--- config.mk ---
export PLATFORM = sky130hd
export DESIGN_NAME = spi_sck_gen
export DESIGN_NICKNAME = d
export VERILOG_FILES = /design/src/rtl/spick_pkg.sv /design/src/rtl/spick_cfg_decode.sv /design/src/rtl/spick_shadow.sv /design/src/rtl/spick_phase_ctr.sv /design/src/rtl/spi_sck_gen.sv
export SDC_FILE = /design/constraint.sdc
export NUM_CORES = 1
export LEC_CHECK = 0
export BUFFER_PORTS_ARGS = -buffer_cell sky130_fd_sc_hd__buf_2
export CAP_MARGIN = 0
export CORE_MARGIN = 4
export CORE_UTILIZATION = 25
export DETAILED_ROUTE_END_ITERATION = 10
export HOLD_SLACK_MARGIN = 0.05
export PLACE_DENSITY = 0.4
export RECOVER_POWER = 25
export SETUP_SLACK_MARGIN = 0.4
export SYNTH_ARGS = -nofsm -noshare
export SYNTH_HDL_FRONTEND = slang
export SYNTH_SLANG_ARGS = --single-unit
--- constraint.sdc ---
create_clock -name clk -period 4.3 [get_ports clk]
set_input_delay 1.075 -clock clk [delete_from_list [all_inputs] [get_ports clk]]
set_output_delay 1.075 -clock clk [all_outputs]
set_load 0.02 [all_outputs]
--- src/rtl/spick_pkg.sv ---
package spick_pkg;

    typedef enum logic [1:0] {
        SCK_IDLE = 2'd0,
        SCK_HIGH = 2'd1,
        SCK_LOW  = 2'd2
    } sck_state_e;

endpackage

--- src/rtl/spick_cfg_decode.sv ---
module spick_cfg_decode #(
    parameter int REG_W   = 32,
    parameter int FW      = 6,
    parameter int DIV_LSB = 12,
    parameter int HI_LSB  = 6,
    parameter int LO_LSB  = 0,
    parameter int SRC_BIT = 31
) (
    input  logic              clk,
    input  logic              rst_n,
    input  logic              we,
    input  logic [REG_W-1:0]  wdata,
    output logic              src_sel,
    output logic [FW-1:0]     term_cnt,
    output logic [FW-1:0]     high_cnt
);

    localparam logic [FW-1:0] ONE = FW'(1);

    logic [FW-1:0] div_q, hi_q, lo_q;
    logic          src_q;
    logic [FW-1:0] div_c, lo_c, term_c;

    // Only the decoded fields are stored; other bits carry no state.
    always_ff @(posedge clk or negedge rst_n) begin
        if (!rst_n) begin
            div_q <= ONE;
            hi_q  <= '0;
            lo_q  <= ONE;
            src_q <= 1'b0;
        end else if (we) begin
            div_q <= wdata[DIV_LSB +: FW];
            hi_q  <= wdata[HI_LSB  +: FW];
            lo_q  <= wdata[LO_LSB  +: FW];
            src_q <= wdata[SRC_BIT];
        end
    end

    // Clamp: the period is at least two cycles and the high phase always
    // leaves at least one low cycle.
    always_comb begin
        div_c    = (div_q == '0) ? ONE : div_q;
        lo_c     = (lo_q  == '0) ? ONE : lo_q;
        term_c   = (lo_c < div_c) ? lo_c : div_c;
        term_cnt = term_c;
        high_cnt = (hi_q >= term_c) ? (term_c - ONE) : hi_q;
    end

    assign src_sel = src_q;

endmodule

--- src/rtl/spick_shadow.sv ---
module spick_shadow #(
    parameter int FW = 6
) (
    input  logic          clk,
    input  logic          rst_n,
    input  logic          load,
    input  logic [FW-1:0] term_in,
    input  logic [FW-1:0] high_in,
    output logic [FW-1:0] term_q,
    output logic [FW-1:0] high_q
);

    always_ff @(posedge clk or negedge rst_n) begin
        if (!rst_n) begin
            term_q <= FW'(1);
            high_q <= '0;
        end else if (load) begin
            term_q <= term_in;
            high_q <= high_in;
        end
    end

endmodule

--- src/rtl/spick_phase_ctr.sv ---
module spick_phase_ctr #(
    parameter int FW = 6
) (
    input  logic          clk,
    input  logic          rst_n,
    input  logic          clr,
    input  logic          inc,
    output logic [FW-1:0] phase
);

    always_ff @(posedge clk or negedge rst_n) begin
        if (!rst_n)   phase <= '0;
        else if (clr) phase <= '0;
        else if (inc) phase <= phase + FW'(1);
    end

endmodule

--- src/rtl/spi_sck_gen.sv ---
module spi_sck_gen
    import spick_pkg::*;
#(
    parameter int REG_W   = 32,
    parameter int FW      = 6,
    parameter int DIV_LSB = 12,
    parameter int HI_LSB  = 6,
    parameter int LO_LSB  = 0,
    parameter int SRC_BIT = 31
) (
    input  logic             clk,
    input  logic             rst_n,
    input  logic             cfg_we,
    input  logic [REG_W-1:0] cfg_wdata,
    input  logic             xfer_en,
    output logic             src_sel,
    output logic             sck,
    output logic             shift_stb,
    output logic             sample_stb
);

    sck_state_e    state_q, state_d;
    logic [FW-1:0] term_nx, hi_nx;
    logic [FW-1:0] term_s, hi_s;
    logic [FW-1:0] phase;
    logic          period_load, ctr_clr, ctr_inc;
    logic          sck_q, shift_q, sample_q;

    spick_cfg_decode #(
        .REG_W(REG_W), .FW(FW), .DIV_LSB(DIV_LSB),
        .HI_LSB(HI_LSB), .LO_LSB(LO_LSB), .SRC_BIT(SRC_BIT)
    ) u_decode (
        .clk      (clk),
        .rst_n    (rst_n),
        .we       (cfg_we),
        .wdata    (cfg_wdata),
        .src_sel  (src_sel),
        .term_cnt (term_nx),
        .high_cnt (hi_nx)
    );

    spick_shadow #(.FW(FW)) u_shadow (
        .clk     (clk),
        .rst_n   (rst_n),
        .load    (period_load),
        .term_in (term_nx),
        .high_in (hi_nx),
        .term_q  (term_s),
        .high_q  (hi_s)
    );

    spick_phase_ctr #(.FW(FW)) u_phase (
        .clk   (clk),
        .rst_n (rst_n),
        .clr   (ctr_clr),
        .inc   (ctr_inc),
        .phase (phase)
    );

    // Next-state decision.
    always_comb begin
        state_d = state_q;
        unique case (state_q)
            SCK_IDLE: if (xfer_en)          state_d = SCK_HIGH;
            SCK_HIGH: if (phase == hi_s)    state_d = SCK_LOW;
            SCK_LOW:  if (phase == term_s)  state_d = xfer_en ? SCK_HIGH : SCK_IDLE;
            default:                        state_d = SCK_IDLE;
        endcase
    end

    assign period_load = (state_q != SCK_HIGH) && (state_d == SCK_HIGH);
    assign ctr_clr     = period_load || (state_d == SCK_IDLE);
    assign ctr_inc     = (state_q != SCK_IDLE);

    // State register.
    always_ff @(posedge clk or negedge rst_n) begin
        if (!rst_n) state_q <= SCK_IDLE;
        else        state_q <= state_d;
    end

    // Registered outputs, aligned with the state they describe.
    always_ff @(posedge clk or negedge rst_n) begin
        if (!rst_n) begin
            sck_q    <= 1'b0;
            shift_q  <= 1'b0;
            sample_q <= 1'b0;
        end else begin
            sck_q    <= (state_d == SCK_HIGH);
            sample_q <= period_load;
            shift_q  <= (state_q == SCK_HIGH) && (state_d == SCK_LOW);
        end
    end

    assign sck        = sck_q;
    assign shift_stb  = shift_q;
    assign sample_stb = sample_q;

endmodule

Word-level counts from Yosys, hierarchy flattened
Cells that the tools add are included.

word-level totals
  bits of input ports = 36
  bits in registers = 42

cells by class
  add/subtract/negate cells = 2
  equality and inequality tests = 7
  reductions and logical operators = 9
  mux-type cells = 11
  order comparisons = 2

operator list
  operator                                                                 number
  6-bit 2-to-1 mux                                                         6
  6-bit == test                                                            2
  6-bit logical NOT                                                        2
  6-bit by 1-bit adder with 6-bit output, second input constant            1
  6-bit greater-or-equal comparator                                        1
  6-bit < comparator                                                       1
  2-bit 2-to-1 mux                                                         3
  2-bit one-hot mux with 3 select lines                                    1
  6-bit by 1-bit subtractor with 6-bit output, second input constant       1
  2-bit by 1-bit == test with 1-bit output, second input constant          2
  2-bit == test, second input constant                                     2
  2-bit logical NOT                                                        2
  2-bit nonzero test                                                       2
  1-bit logical AND                                                        2
  2-bit by 1-bit inequality test with 1-bit output, second input constant  1
  1-bit logical OR                                                         1
  1-bit 2-to-1 mux                                                         1

Logic depth before layout (Yosys ltp)
Gate-level depths: netlist of the first run.

  depth in word-level cells = 7
  mapped depth = 16
  gate-level depth less buffers = 16

Cells and area by module
A second synthesis of the first run with hierarchy kept.

unflattened totals
  cell total of the unflattened synthesis = 219
  area total of the unflattened synthesis = 2448.6 sq um

by module, submodules not included
  module            seq. area each (sq um)  cells each  instances  area each (sq um)
  spick_cfg_decode  478.0                   136         1          1352.5
  spick_shadow      301.5                   25          1          485.5
  spi_sck_gen       125.1                   34          1          341.6
  spick_phase_ctr   150.1                   24          1          269.0

Worst setup path after synthesis of the first run
Ideal clock, no wire load.

  kind = register to register
  start = register u_decode.lo_q[4]
  end = register u_shadow.high_q[1]
  cell stages (with the launch flop) = 15
  slack = 955 ps
  library setup time = 134 ps
  arrival = 3211 ps
  path buffers = 1
  cell sequence = dfrtp_1 > buf_6 > or4_4 > or2_1 > a31o_4 > nand2_4 > mux2_4 > ha_1 > nor2b_1 > o21ai_0 > nand2_1 > a21oi_1 > a311oi_1 > mux2i_1 > o21ai_1

on the way
  longest elaborated chain between the ends = 6
  elaborated cells between the ends (all ways) = 7
  those cells by class = add/sub (1); order compare (2); mux (3); reduce/logical (1)

RTL lines
  element                                                                                                  line                    RTL
  start, declared                                                                                          spick_cfg_decode.sv:20  logic [FW-1:0] div_q, hi_q, lo_q;
  start signal, assigned                                                                                   spick_cfg_decode.sv:34  lo_q <= wdata[LO_LSB +: FW];
  6-bit logical NOT                                                                                        spick_cfg_decode.sv:43  lo_c = (lo_q == '0) ? ONE : lo_q;
  6-bit 2-to-1 mux *                                                                                       spick_cfg_decode.sv:43
  6-bit < comparator                                                                                       spick_cfg_decode.sv:44  term_c = (lo_c < div_c) ? lo_c : div_c;
  6-bit 2-to-1 mux *                                                                                       spick_cfg_decode.sv:44
  net term_nx[0]                                                                                           spi_sck_gen.sv:23       logic [FW-1:0] term_nx, hi_nx;
  6-bit by 1-bit subtractor with 6-bit output / 6-bit greater-or-equal comparator (equally long branches)  spick_cfg_decode.sv:46  high_cnt = (hi_q >= term_c) ? (term_c - ONE) : hi_q;
  6-bit 2-to-1 mux *                                                                                       spick_cfg_decode.sv:46
  end signal, assigned                                                                                     spick_shadow.sv:19      high_q <= high_in;
  end, declared                                                                                            spick_shadow.sv:10      output logic [FW-1:0] high_q

Mark *: on every way through the listed nets, which the timed path passes. The rest lies on a longest branch.
A chain may end at the register's enable or synchronous reset.

Worst setup path after layout of the first run
  start = register u_decode.lo_q[4]
  end = register u_shadow.high_q[0]

Same word-level chain as after synthesis.

==> metrics, run 1 <==
Worst path max stage delay ~0.58 ns; number of placement rows 35; Hold Worst Slack ~0.49 ns; Tightest Hold Check Type flip-flop to flip-flop; most common cell after layout, fill and taps aside dfrtp_1; largest cells by area after synthesis dfrtp_1 41%, mux2_2 6.2%, ha_1 5.8%; Gate Count Post-Synth between 200 and 250; most numerous cell on the critical path mux2_4; maximum achievable frequency approximately 280 MHz; final instance count without filler cells 368; level count of the clock H-tree 2; buffers plus inverters on the worst setup path 0; failing checks capacitance limit, slew limit; gr ovfl total 0; Post-Synthesis Net Count 280; Inserted Diodes 0; total area of multi-input combinational cells 1202 um^2; hold-fix buffers at CTS 0; setup repair after global routing missed its margin false; final RePlAce weighted congestion 0.7129; critical path launch point type flip-flop; Post-Syn Area between 2000 and 2500 um^2; Vert. Die Dim between 100 and 150 um; vias about 1700; Most used DFF post-synth dfrtp_1; # placed instances 360; Slew headroom -50.76%; worst skew pair latency roughly 0.3 ns; commonest non-fill, non-tap cells in the layout 39 x dfrtp_1, 25 x nand2_1, 24 x buf_2; final total power around 0.94 mW; clock buffers created by TritonCTS 5; run status finished with violations; largest voltage drop on the vdd net around 130 uV; Horiz. Die Dim 105.1 um; sum of negative setup slack 0 ns; remaining routing DRC violations 0; Yosys warning count 0; path type of the worst setup path flip-flop to flip-flop; share of flip-flops with an asynchronous set or reset after synthesis 100.0%; number of violations of the max-capacitance limit 1; fraction of layout cells with a size suffix above 1 between 20% and 30%; clk buf depth 2; full die area 11040 um^2; Avg Synthesized Cell Area between 10 and 15 um^2; crit share post-route 84.06%; Max Fanout on Critical Path 7; via count of the first global-routing pass between 1500 and 2000; Initial DRC Count between 60 and 70; DRT Wirelength slightly above 5000 um; Final ANT Viol Nets 0; Setup violations, final 0; average via count per standard cell 4.497; Crit path arrival time 3.84 ns; Tmin final 3.615 ns; number of buffers inserted to repair setup after CTS 0; filler cell count in the final layout ~1000; post-synth top area share between 40% and 50%; initial standard-cell utilization of the core 25.61%; ordered cell list for the critical path or4_4, or2_1, a31o_4, nand2_4, mux2_4, ha_1, nor2b_1, o21ai_0, nand2_1, a21oi_1, a311o_1, mux2_4, o21ai_2; first-pass GRT wire length approximately 8400 um; cell type group with the largest total delay on the critical path simple AND/OR/NAND/NOR gates; clock transition at the registers of the reported paths ~0.09 ns; PwrDens between 300 and 400 nW/um^2; detailed-routing iteration count for the pre-antenna-repair pass 4; number of antenna violations at the first check in global routing 0; number of top-level pins 40; Overall Global Routing Usage 9.471%; synthesis-stage register bit count 42; detailed-route wire length per cell 13.74 um; Post-synth EDFFs 0; count of different cell masters after synthesis between 50 and 60; post-synthesis sequential area ratio 44.79%; endpoint kind of the worst setup timing path flip-flop; clock sink total 42; post-synth top area cell dfrtp_1; largest net degree at the start of global routing 43; final layout net count 303; worst clock skew on the final layout 0.006465 ns; final hold violation count 0; Crit-path slowest cell or4_4; Area growth, synth to finish 13.55%; CTS Root Buffer Type clkbuf_8; actual slew at the worst max-slew pin between 2 and 2.5 ns; CTS tree done; Resized Gates After CTS 0; Max Transition Viols Final 43; flip-flop and latch area about 1100 um^2; DP Wirelength approximately 3800 um; P_leak approximately 1.1 nW; Std-Cell Core Area approximately 9000 um^2; data required time at the worst endpoint roughly 4.5 ns; count of buffers from port buffering 26
==> per-stage QoR <==
stage                     worst slack [ns]  cell area, um^2  util, %
after global placement              0.6569             2586    28.12
after floorplan                     0.9550             2355        -
final                               0.6854             2674    29.07
after global routing                0.4349             2674    29.07
after detailed placement            0.6164             2586    28.12
after CTS                           0.5929             2676    29.10
==> layout make-up <==
cell class / count / area share [%]
Clock buffer: 5 / 2.574
Clock inverter: 3 / 0.7955
Multi-Input combinational cell: 167 / 44.97
Timing Repair Buffer: 28 / 5.335
Tap cell: 111 / 5.194
Sequential cell: 42 / 39.45
Inverter: 12 / 1.685
==> sequential cells by signal, summed over array words and instances (netlist names) <==
name,count
u_decode.src_sel,1
sck,1
u_decode.lo_q,6
u_shadow.term_q,6
state_q,2
u_phase.phase,6
sample_stb,1
u_shadow.high_q,6
u_decode.hi_q,6
u_decode.div_q,6
shift_stb,1
==> synthesized netlist by cell type (3+ instances only) <==
library cell   n
nor2_1        11
o21ai_1        6
o21ai_0       14
a21oi_1        9
and2_1         3
nand3_1       10
o211ai_1       3
dfrtp_1       39
ha_1          11
nand2_1       25
mux2_2        13
inv_2          3
inv_1          9
xnor2_1       14
clkbuf_1      10
dfstp_2        3
xor2_1         7
==> power by group <==
group	total (mW)	switching (mW)	internal [mW]
Sequential	0.435	0.0215	0.413
Clock	0.265	0.151	0.114
Combinational	0.239	0.131	0.108
==> path summary, 6_finish.rpt <==
| path | from | endpoint | slack (ns) | cells past startpoint |
|---|---|---|---|---|
| worst max-delay path | u_decode.lo_q[4] | u_shadow.high_q[0] | 0.69 | 13 |
| worst min-delay path | u_shadow.term_q[0] | u_shadow.term_q[0] | 0.49 | 2 |
| worst max register to register | u_decode.lo_q[4] | u_shadow.high_q[0] | 0.69 | 13 |
| worst min register to register | u_shadow.term_q[0] | u_shadow.term_q[0] | 0.49 | 2 |
| max in group asynchronous | rst_n | u_decode.hi_q[1] | 1.57 | 1 |
| min in group asynchronous | rst_n | sck | 1.44 | 1 |
==> worst min-delay path, cell delays in order (launching register included) <==
cell and delay (ns):
dfstp_2 0.38, nand2_1 0.07, o21ai_2 0.05
==> cells by family after synthesis <==
| group | count (synthesis) | synth area share, % |
|---|---|---|
| AOI/OAI and AO/OA | 54 | 15.73 |
| xor gates and xnor gates | 21 | 7.811 |
| adders and majority gates | 11 | 5.845 |
| buffers and inverters | 24 | 4.144 |
| DFF | 42 | 44.79 |
| muxes | 17 | 8.342 |
| and+or+nand+nor | 64 | 13.34 |
==> layer usage <==
metal	share of wire, %	GRT usage [%]	vias up
met5	0	0	-
met4	0.75	2.249	0
met3	3.1	2.038	4
met2	48	15.63	25
met1	48	12.65	763
li1	-	-	863
Note: power is estimated with default switching activity, not from simulation.
==> run 2, diff against run 1 <==
- PLACE_DENSITY: 0.4 -> 0.41
- clock period: 4.3 -> 3.1 ns (I/O delays scaled with it)
==> metrics, run 2 (synthesized netlist as in run 1, its figures left out) <==
run status finished with violations; failing checks capacitance limit, slew limit, setup timing; first-pass GRT wire length 8859 um; fin worst setup slack -0.1176 ns; Final ANT Viol Nets 0; vias approximately 1800; final instance count without filler cells approximately 400; P_leak roughly 1.3 nW; PwrDens a little under 500 nW/um^2; path type of the worst setup path flip-flop to flip-flop; DRT Wirelength between 5000 and 6000 um; Std-Cell Core Area about 9000 um^2; detailed-routing iteration count for the pre-antenna-repair pass 4; Area growth, synth to finish 27.47%; Setup violations, final 6; gr ovfl total 0; total area of multi-input combinational cells 1305 um^2; worst clock skew on the final layout ~0.0066 ns; Initial DRC Count 36; full die area between 10000 and 15000 um^2; Horiz. Die Dim 105.1 um; Overall Global Routing Usage about 10%; initial standard-cell utilization of the core approximately a quarter; most common cell after layout, fill and taps aside dfrtp_1; Tightest Hold Check Type flip-flop to flip-flop; worst slack, placed -0.2520 ns; Vert. Die Dim around 110 um; CTS Root Buffer Type clkbuf_8; setup repair after global routing missed its margin true; flip-flop and latch area ~1100 um^2; remaining routing DRC violations 0; final layout net count around 330; detailed-route wire length per cell between 10 and 15 um; Hold Worst Slack roughly 0.5 ns; Slew headroom -51.82%; hold-fix buffers at CTS 0; largest voltage drop on the vdd net between 150 and 200 uV; largest net degree at the start of global routing 43; # placed instances 386; number of top-level pins 40; Reg2Reg Setup Slack -0.12 ns; via count of the first global-routing pass 1781; clock sink total 42; worst skew pair latency a little under 0.3 ns; CTS tree done; average via count per standard cell 4.452; actual slew at the worst max-slew pin approximately 2.3 ns; final standard cell area without fillers about 3000 um^2; Max Transition Viols Final 43; Area after DPL 2811 um^2; clk buf depth 2; Inserted Diodes 0; count of buffers from port buffering 26; final RePlAce weighted congestion ~0.77; number of violations of the max-capacitance limit 1; level count of the clock H-tree 2; number of antenna violations at the first check in global routing 0; DP Wirelength 4043 um; Tmin final about 3.2 ns; clock buffers created by TritonCTS 5; data required time at the worst endpoint around 3.3 ns; filler cell count in the final layout 977; number of placement rows 35; crit share post-route 103.8%; maximum achievable frequency just over 300 MHz; final hold violation count 0; endpoint kind of the worst setup timing path flip-flop; Crit path arrival time ~3.5 ns; commonest non-fill, non-tap cells in the layout 39 x dfrtp_1, 32 x buf_4, 24 x nand2_1, 24 x buf_2, 14 x xnor2_1; fraction of layout cells with a size suffix above 1 39.37%; critical path launch point type flip-flop; clock transition at the registers of the reported paths around 0.09 ns; Max Fanout on Critical Path 5
==> run 2: cell types whose count changed in the layout (fill, tap and decap cells not counted), sizes merged <==
cell | before | now
buf | 26 | 56
==> run 2: final cells by class <==
class                   count  area share, %
clock buffers               5          2.293
clock inverters             3         0.7086
inverters                  12          1.501
multi-input cells         167          43.48
flip-flops and latches     42          35.14
well taps                 111          4.627
repair buffers             58          12.26
==> run 2: path summary, 6_finish.rpt <==
kind,from,end,cells past startpoint
max in group asynchronous,rst_n,u_decode.div_q[5],1
min in group asynchronous,rst_n,shift_stb,1
min,u_shadow.term_q[0],u_shadow.term_q[0],2
min reg2reg,u_shadow.term_q[0],u_shadow.term_q[0],2
max,u_decode.lo_q[1],u_shadow.high_q[0],13
max reg2reg,u_decode.lo_q[1],u_shadow.high_q[0],13
==> run 2: repair_timing <==
item,4_1_cts,5_1_grt
pin swaps,12,8
buffers inserted,2,2
setup endpoints to repair,6,6
gates resized for setup,2,15
==> run 2: critical path, stage by stage (launching register included) <==
cell and delay (ns):
dfrtp_1 0.39, or4_4 0.55, or2_1 0.23, a31o_4 0.25
nand2_4 0.07, mux2_4 0.31, ha_4 0.28, nor2b_4 0.03
o21ai_2 0.14, nand2_2 0.08, a21oi_2 0.16, a311o_1 0.23
mux2_4 0.33, o21ai_2 0.10
==> run 2: stage by stage <==
stage	power, mW	TNS [ns]	util [%]
floorplan	0.8714	-0.1090	-
global placement	1.047	-0.8840	30.57
detailed placement	1.049	-1.060	30.57
CTS	1.443	-0.9418	31.84
global route	1.569	-1.328	32.64
finish	1.459	-0.4925	32.64
==> run 2: report_power, final <==
| group | total [mW] | switching (mW) | leakage [nW] | internal, mW |
|---|---|---|---|---|
| clock network | 0.364 | 0.206 | 0.0441 | 0.159 |
| logic | 0.502 | 0.237 | 0.760 | 0.266 |
| registers | 0.592 | 0.0186 | 0.521 | 0.574 |
==> run 2: layer usage <==
metal / up-vias / share of wire (%) / global-route usage (%)
li1: 915 / - / -
met1: 833 / 47 / 13.11
met2: 22 / 49 / 16.59
met3: 2 / 3.3 / 2.347
met4: 0 / 0.61 / 2.530
met5: - / 0 / 0
